**config.mk**
```make
export PLATFORM = sky130hd
export DESIGN_NAME = pport_fifo
export DESIGN_NICKNAME = d
export VERILOG_FILES = /design/src/rtl/pfifo_pkg.sv /design/src/rtl/pfifo_ctrl.sv /design/src/rtl/pfifo_store.sv /design/src/rtl/pfifo_irq.sv /design/src/rtl/pport_fifo.sv
export SDC_FILE = /design/constraint.sdc
export NUM_CORES = 1
export LEC_CHECK = 0
export ABC_AREA = 0
export BUFFER_PORTS_ARGS = -buffer_cell sky130_fd_sc_hd__buf_4
export CORE_ASPECT_RATIO = 1.4
export CORE_MARGIN = 4
export CORE_UTILIZATION = 30
export CTS_CLUSTER_SIZE = 28
export DETAILED_ROUTE_END_ITERATION = 12
export MAX_ROUTING_LAYER = met4
export PLACE_DENSITY = 0.44
export SLEW_MARGIN = 40
export SYNTH_ARGS = -nofsm -noshare
export SYNTH_HDL_FRONTEND = slang
export SYNTH_SLANG_ARGS = --single-unit
```
**constraint.sdc**
```tcl
create_clock -name clk -period 5.2 [get_ports clk]
set_input_delay 1.04 -clock clk [delete_from_list [all_inputs] [get_ports clk]]
set_output_delay 1.04 -clock clk [all_outputs]
set_load 0.02 [all_outputs]
```
**src/rtl/pfifo_pkg.sv**
```systemverilog
package pfifo_pkg;
  typedef enum logic [2:0] {
    MODE_STD   = 3'b010,
    MODE_XDATA = 3'b011,
    MODE_TEST  = 3'b110,
    MODE_CFG   = 3'b111
  } mode_e;

  localparam logic [7:0] CFG_A_VALUE = 8'h10;
endpackage

```
**src/rtl/pfifo_ctrl.sv**
```systemverilog
module pfifo_ctrl
  import pfifo_pkg::*;
#(
  parameter int W = 8
) (
  input  logic [2:0]   mode,
  input  logic         dir,
  input  logic         host_wr,
  input  logic         host_rd,
  input  logic         periph_push,
  input  logic         periph_pop,
  input  logic [W-1:0] host_wdata,
  input  logic [W-1:0] periph_wdata,
  output logic         push_req,
  output logic         pop_req,
  output logic [W-1:0] push_data,
  output logic         host_fifo_rd,
  output logic         cfg_rd,
  output logic         eff_dir,
  output logic         irq_en,
  output logic         show_head
);
  always_comb begin
    push_req     = 1'b0;
    pop_req      = 1'b0;
    push_data    = host_wdata;
    host_fifo_rd = 1'b0;
    cfg_rd       = 1'b0;
    eff_dir      = 1'b0;
    irq_en       = 1'b0;
    show_head    = 1'b0;
    case (mode)
      MODE_STD: begin
        push_req = host_wr;
        pop_req  = periph_pop;
        irq_en   = 1'b1;
      end
      MODE_XDATA: begin
        eff_dir = dir;
        irq_en  = 1'b1;
        if (!dir) begin
          push_req = host_wr;
          pop_req  = periph_pop;
        end else begin
          push_req     = periph_push;
          push_data    = periph_wdata;
          pop_req      = host_rd;
          host_fifo_rd = host_rd;
        end
      end
      MODE_TEST: begin
        push_req     = host_wr;
        pop_req      = host_rd;
        host_fifo_rd = host_rd;
        eff_dir      = dir;
        irq_en       = 1'b1;
        show_head    = 1'b1;
      end
      MODE_CFG: cfg_rd = host_rd;
      default: ;
    endcase
  end
endmodule

```
**src/rtl/pfifo_store.sv**
```systemverilog
module pfifo_store #(
  parameter int W     = 8,
  parameter int DEPTH = 16,
  localparam int AW   = $clog2(DEPTH),
  localparam int CW   = $clog2(DEPTH + 1)
) (
  input  logic         clk,
  input  logic         rst,
  input  logic         push_req,
  input  logic         pop_req,
  input  logic [W-1:0] push_data,
  output logic [W-1:0] head,
  output logic [CW-1:0] count,
  output logic         full,
  output logic         empty
);
  logic [W-1:0]  mem [DEPTH];
  logic [AW-1:0] wr_ptr, rd_ptr;
  logic          do_push, do_pop;

  assign full    = (count == CW'(DEPTH));
  assign empty   = (count == '0);
  assign do_push = push_req && !full;
  assign do_pop  = pop_req && !empty;
  assign head    = mem[rd_ptr];

  always_ff @(posedge clk) begin
    if (do_push) mem[wr_ptr] <= push_data;
  end

  always_ff @(posedge clk) begin
    if (rst) begin
      wr_ptr <= '0;
      rd_ptr <= '0;
      count  <= '0;
    end else begin
      if (do_push) wr_ptr <= wr_ptr + 1'b1;
      if (do_pop)  rd_ptr <= rd_ptr + 1'b1;
      case ({do_push, do_pop})
        2'b10:   count <= count + 1'b1;
        2'b01:   count <= count - 1'b1;
        default: ;
      endcase
    end
  end

  assert_no_overflow_R6: assert property (@(posedge clk) disable iff (rst)
    count <= CW'(DEPTH));
  assert_flags_exclusive_R6: assert property (@(posedge clk) disable iff (rst)
    !(full && empty));
  assert_drop_when_full_R4: assert property (@(posedge clk) disable iff (rst)
    full && push_req && !pop_req |=> full && count == $past(count));
  assert_stay_empty_R5: assert property (@(posedge clk) disable iff (rst)
    empty && pop_req && !push_req |=> empty);
endmodule

```
**src/rtl/pfifo_irq.sv**
```systemverilog
module pfifo_irq #(
  parameter int DEPTH  = 16,
  parameter int WR_THR = 8,
  parameter int RD_THR = 8,
  localparam int CW    = $clog2(DEPTH + 1)
) (
  input  logic          irq_en,
  input  logic          eff_dir,
  input  logic [CW-1:0] count,
  output logic          svc_irq
);
  logic room_ok, fill_ok;
  assign room_ok = (CW'(DEPTH) - count) >= CW'(WR_THR);
  assign fill_ok = count >= CW'(RD_THR);
  assign svc_irq = irq_en && (eff_dir ? fill_ok : room_ok);
endmodule

```
**src/rtl/pport_fifo.sv**
```systemverilog
module pport_fifo
  import pfifo_pkg::*;
#(
  parameter int W      = 8,
  parameter int DEPTH  = 16,
  parameter int WR_THR = 8,
  parameter int RD_THR = 8,
  localparam int CW    = $clog2(DEPTH + 1)
) (
  input  logic         clk,
  input  logic         rst,
  input  logic [2:0]   mode,
  input  logic         dir,
  input  logic         host_wr,
  input  logic         host_rd,
  input  logic [W-1:0] host_wdata,
  output logic [W-1:0] host_rdata,
  input  logic         periph_push,
  input  logic         periph_pop,
  input  logic [W-1:0] periph_wdata,
  output logic [W-1:0] periph_rdata,
  output logic [W-1:0] port_data,
  output logic         full,
  output logic         empty,
  output logic         svc_irq
);
  logic          push_req, pop_req, host_fifo_rd, cfg_rd, eff_dir, irq_en, show_head;
  logic [W-1:0]  push_data, head, last_q;
  logic [CW-1:0] count;

  pfifo_ctrl #(.W(W)) u_ctrl (
    .mode(mode), .dir(dir), .host_wr(host_wr), .host_rd(host_rd),
    .periph_push(periph_push), .periph_pop(periph_pop),
    .host_wdata(host_wdata), .periph_wdata(periph_wdata),
    .push_req(push_req), .pop_req(pop_req), .push_data(push_data),
    .host_fifo_rd(host_fifo_rd), .cfg_rd(cfg_rd), .eff_dir(eff_dir),
    .irq_en(irq_en), .show_head(show_head)
  );

  pfifo_store #(.W(W), .DEPTH(DEPTH)) u_store (
    .clk(clk), .rst(rst), .push_req(push_req), .pop_req(pop_req),
    .push_data(push_data), .head(head), .count(count),
    .full(full), .empty(empty)
  );

  pfifo_irq #(.DEPTH(DEPTH), .WR_THR(WR_THR), .RD_THR(RD_THR)) u_irq (
    .irq_en(irq_en), .eff_dir(eff_dir), .count(count), .svc_irq(svc_irq)
  );

  assign periph_rdata = head;
  assign port_data    = show_head ? head : '0;

  always_ff @(posedge clk) begin
    if (rst) begin
      host_rdata <= '0;
      last_q     <= '0;
    end else if (cfg_rd) begin
      host_rdata <= W'(CFG_A_VALUE);
    end else if (host_fifo_rd) begin
      if (empty) begin
        host_rdata <= last_q;
      end else begin
        host_rdata <= head;
        last_q     <= head;
      end
    end
  end

  assert_cfg_value_R8: assert property (@(posedge clk) disable iff (rst)
    mode == 3'b111 && host_rd |=> host_rdata == W'(CFG_A_VALUE));
  assert_empty_reread_R5: assert property (@(posedge clk) disable iff (rst)
    mode == 3'b110 && host_rd && empty |=> host_rdata == $past(last_q));
endmodule

```
Yosys cells after proc, flatten, opt, wreduce, memory -nomap -nowiden. Memories as Yosys holds them, arrays and structs flattened. A register that Yosys moved wholly into a read port is not among the register bits. Index checks and enable logic that the tools add are counted.

$add $sub $neg: 5. Magnitude comparators: 2. Eq/ne operators: 7. Mux-type cells: 22. Bitwise logic cells: 1. Reduce and logical (&&, ||, !) cells: 13.

Operators with widths (count): $mux 8 (4); $ge 5x4->1 const B (2); $mux 1 (10); $mux 5 (2); $pmux 5 s2 (1); $add 4x1->4 const B (2); $mux 4 (2); $eq 3x2->1 const B (2); $eq 3x3->1 const B (2); $reduce_or 2->1 (3); $add 5x1->5 const B (1); $eq 5x5->1 const B (1); $logic_not 5->1 (1); $sub 5x1->5 const B (1); $sub 5x5->5 const A (1); $pmux 1 s2 (2); $reduce_bool 2->1 (2); $logic_and 1x1->1 (3); $pmux 1 s3 (1); $reduce_or 3->1 (1); $eq 2x1->1 const B (1); $eq 2x2->1 const B (1); $logic_not 1->1 (2); $reduce_and 2->1 (1); $not 1->1 (1).

Register bits after elaboration: 29. Memory bits (writable): 128. Input port bits: 26. Word-level logic and storage cells: 57. Memories: 1.

Memory list: u_store.mem (depth 16, bits a word 8, rd ports 1, clocked after memory_dff 1, write ports 1, line pfifo_store.sv:17) `logic [W-1:0] mem [DEPTH];`.

Logic depth before layout (Yosys ltp).
Word-level depth: 6. Depth in mapped cells: 17. Mapped depth without buffers: 13.

Modules after synthesis. From an unflattened synthesis, not the netlist that was laid out.

Cell total of the unflattened synthesis: 423. Area total of the unflattened synthesis: 7080.5 sq um.

By module, submodules not included: pfifo_store (instances 1, cells each 305, area an instance 5974.5 sq um, seq. area each 4184.0 sq um); pport_fifo (instances 1, cells each 81, area an instance 802.0 sq um, seq. area each 320.3 sq um); pfifo_ctrl (instances 1, cells each 30, area an instance 262.8 sq um, seq. area each 0.0 sq um); pfifo_irq (instances 1, cells each 7, area an instance 41.3 sq um, seq. area each 0.0 sq um).

Worst setup path after synthesis. OpenSTA, ideal clock, no wires.

Kind: reg2reg. From: register u_store.count[2]. To: register u_store.count[4]. Setup time: 0.123 ns. Arrival: 3.766 ns. Required time: 5.077 ns. Slack: 1.311 ns. Cell stages (with the launch flop): 18. Path buffers: 4. Period minus slack after synthesis: 3.889 ns. Cells stage by stage: dfxtp_1 -> clkbuf_1 -> or3_1 -> nor2_1 -> ha_1 -> clkbuf_1 -> nor2b_1 -> buf_1 -> nand2_1 -> inv_1 -> ha_1 -> clkbuf_1 -> xor2_1 -> ha_1 -> or4bb_1 -> a21oi_1 -> a311oi_1 -> mux2_1.

Word-level cells in the longest chain between the ends: 5. Elaborated cells on any way between the ends: 12.

RTL lines: start: declaration (line pfifo_store.sv:13) `output logic [CW-1:0] count,`; start signal: assignment (line pfifo_store.sv:40) `2'b10: count <= count + 1'b1;`; start signal: assignment (line pfifo_store.sv:41) `2'b01: count <= count - 1'b1;`; $logic_not 5->1 (*) (line pfifo_store.sv:22) `assign empty = (count == '0);`; net empty (line pport_fifo.sv:24) `output logic empty,`; $logic_not 1->1 (*) (line pfifo_store.sv:24) `assign do_pop = pop_req && !empty;`; $logic_and 1x1->1 (*) (line pfifo_store.sv:24); net u_store.do_pop (line pfifo_store.sv:19) `logic do_push, do_pop;`; $eq 2x1->1 or $eq 2x2->1 (tied branches) (line pfifo_store.sv:39) `case ({do_push, do_pop})`; $pmux 5 s2 or $reduce_bool 2->1 (tied branches).

The timed path passes the listed nets; every way through them passes the cells marked *. A chain may end at the register's enable or synchronous reset.

==> summary.txt <==
Status
  – Status: completed

Layout
  – Nets@finish: 520
  – Most frequent cells in the layout: edfxtp_1 (128), buf_4 (57), mux4_2 (40)
  – Post-Layout Inst Area: about 8200 um^2
  – Most common cell after layout, fill and taps aside: edfxtp_1
  – Layout cells sized above 1: 0.319
  – Ant diodes: 0
  – Area Overhead vs Synth: 20.0%
  – Final core utilization: 0.365

Critical path
  – Reg2reg start: u_store.count[2]$_SDFFE_PP0P_
  – Crit. End Element: primary output
  – Setup Crit Path Kind: reg -> out
  – Worst r2r path cells: 14
  – R2R Path End: u_store.count[4]$_SDFFE_PP0P_
  – Setup slack, reg-to-reg: about 1400 ps
  – Worst setup endpoint: port_data[6]
  – Crit start category: flip-flop
  – Worst Path Max Fanout: 17
  – Critical path required time: around 4200 ps
  – CP arrival: around 3000 ps

STA
  – Setup_tns: 0 ps
  – Max Fclk: ~0.25 GHz
  – Final cycle utilization of the critical path: 0.779
  – Max Slew Vio Count: 0
  – Hold_ws: approximately 480 ps
  – RSZ-0062 raised after global routing: no
  – Slew @ Worst Pin: approximately 650 ps
  – Final hold violation count: 0
  – Layout Skew: 9.88 ps
  – Max_slew headroom: 0.569
  – Clock period minus worst slack: 4050 ps
  – Finish-stage setup viols: 0

Yosys
  – Multiplexer share of the synthesized area: 0.161
  – Syn avg cell area: ~16 um^2
  – Post-synthesis compound-gate area fraction: 0.0501
  – Seq cells post-synth: 161
  – Top cell type's share of synthesized area: 0.560
  – Synth Area in Simple Gates: 0.0828
  – Leading area contributor after synthesis: edfxtp_1
  – Syn nets: 471
  – Async SR Flop Fraction: 0
  – Post-Synth Adder-Cell Area: 0.0164
  – Yosys cell types: between 50 and 60
  – Post-synth EDFFs: 128
  – Largest family of logic cells by synthesized area: multiplexers
  – Synth top area cells: edfxtp_1 (56%), mux4_2 (13%), dfxtp_1 (9.6%)
  – XOR/XNOR Fraction of Synth Area: 0.00894
  – Synth warnings: 0
  – Cells after synthesis: between 400 and 500
  – Register area share after synthesis: 0.656
  – Top_reg_cell synth: edfxtp_1
  – Post-Syn Area: between 6000 and 7000 um^2

Routing
  – DR pass1 iterations: 4
  – Vias per cell: between 4 and 5
  – Remaining DRCs: 0
  – Routed len/inst: 20.0 um
  – Vias: 3,800
  – Final wirelength: 16,000 um
  – Drt initial violations: between 150 and 200
  – Antenna Violating Nets Remaining: 0

Clock network
  – CTS buffer count: 17
  – Post-CTS setup buffer count: 0
  – Root Buffer: clkbuf_16
  – Sink Count: between 150 and 200
  – Clock buffer depth: 2
  – Clock-pin slew on the worst setup and hold paths: 60 ps
  – Post_cts resized: 0
  – Worst-Skew Late Latency: 420 ps
  – CTS Hold Bufs: 0
  – H-tree depth: 4
  – TritonCTS clock tree: yes

Die
  – FP Rows: 65
  – Die width: 136 um
  – Die area: 25,400 um^2
  – Num ports: 53
  – Starting Density: 0.305
  – Core outline area: between 20,000 and 25,000 um^2
  – Die Span Y: 187 um

Placement
  – Placed Instance Area: ~7600 um^2
  – Hpwl dp: ~11,000 um
  – Gpl congestion: 0.824
  – I/O Buffers: 52

GRT
  – Largest net degree at the start of global routing: 33
  – First-pass GRT wire length: 24,200 um
  – GRT Resource Usage Total: 0.135
  – Initial antenna violation count: 0
  – Vias in the first global route: ~4,100
  – Total grt overflow: 0

Pwr
  – Worst VDD drop: around 200 uV
  – Power per cell area: between 300 and 400 nW/um^2
  – Lkg Pwr: approximately 0.0027 uW

Worst hold path
  – Worst hold path type: reg -> reg

Flow run
  – Maximum capacitance violations: 0
[sequential cells by signal (all words and copies together), names as in the netlist, named ones only]
name and flops:
host_rdata 8, last_q 8, u_store.count 5, u_store.mem 128, u_store.rd_ptr 4, u_store.wr_ptr 4
[logic make-up (layout without fill, tap and decap cells)]
logic type / count (synthesis) / after routing
adder cells (fa/ha/maj): 9 / 9
multiplexers: 59 / 59
flip-flops: 161 / 161
AO/OA/AOI/OAI: 51 / 51
XOR/XNOR: 7 / 7
buffers and inverters: 34 / 96
AND/OR/NAND/NOR: 115 / 115
[cell usage after synthesis, drive strengths merged (5+ instances only)]
| cell | number |
|---|---|
| dfxtp | 33 |
| buf | 15 |
| mux2 | 10 |
| nand2 | 25 |
| mux4 | 40 |
| a211oi | 9 |
| clkbuf | 12 |
| xor2 | 6 |
| ha | 9 |
| a21oi | 18 |
| nor2 | 40 |
| and2 | 9 |
| nor2b | 5 |
| inv | 7 |
| mux2i | 9 |
| edfxtp | 128 |
| nor3 | 8 |
| nand2b | 6 |
| o21ai | 9 |
[power breakdown]
group,internal (uW),switching (uW)
logic,73.5,107
clock network,809,521
registers,1400,8.79
total,2280,636
[how the worst min path moves through the flow]
stage	start	to	slack, ps	depth (start not counted)
2_1_floorplan	last_q[0]$_SDFFE_PP0P_	last_q[0]$_SDFFE_PP0P_	450	2
3_3_place_gp	last_q[1]$_SDFFE_PP0P_	last_q[1]$_SDFFE_PP0P_	460	2
3_5_place_dp	last_q[6]$_SDFFE_PP0P_	last_q[6]$_SDFFE_PP0P_	470	2
4_1_cts	last_q[6]$_SDFFE_PP0P_	last_q[6]$_SDFFE_PP0P_	480	2
5_1_grt	last_q[0]$_SDFFE_PP0P_	last_q[0]$_SDFFE_PP0P_	510	2
6_report	last_q[6]$_SDFFE_PP0P_	last_q[6]$_SDFFE_PP0P_	480	2
[per-layer routing]
metal	vias up	wire, um	GRT usage	part of all wire
li1	1797	-	-	-
met1	1948	6170	0.141	0.39
met2	47	9280	0.252	0.58
met3	8	358	0.0269	0.022
met4	0	146	0.0454	0.0092
met5	-	0	-	0
[area by class of cell]
type / instances / area (um^2)
well taps: 301 / 377
fillers: 2147 / 14300
multi-input cells: 241 / 2260
inverters: 7 / 26.3
repair buffers: 57 / 428
clock buffers: 17 / 425
clock inverters: 15 / 206
flip-flops and latches: 161 / 4510
[critical path, cell delays in order, from the launching register on]
cell and delay, ps:
dfxtp_2 730, buf_4 390, mux4_2 560, mux4_2 560
and2_1 170, buf_4 150
[stage by stage]
step	instances	setup WS (ps)	total power, uW
after floorplan	436	1310	1550
after global placement	767	1200	1620
after detailed placement	767	1110	1620
after CTS	799	1030	2960
after global routing	799	919	3020
final	799	1150	2920
Note: power is estimated with default switching activity, not from simulation.
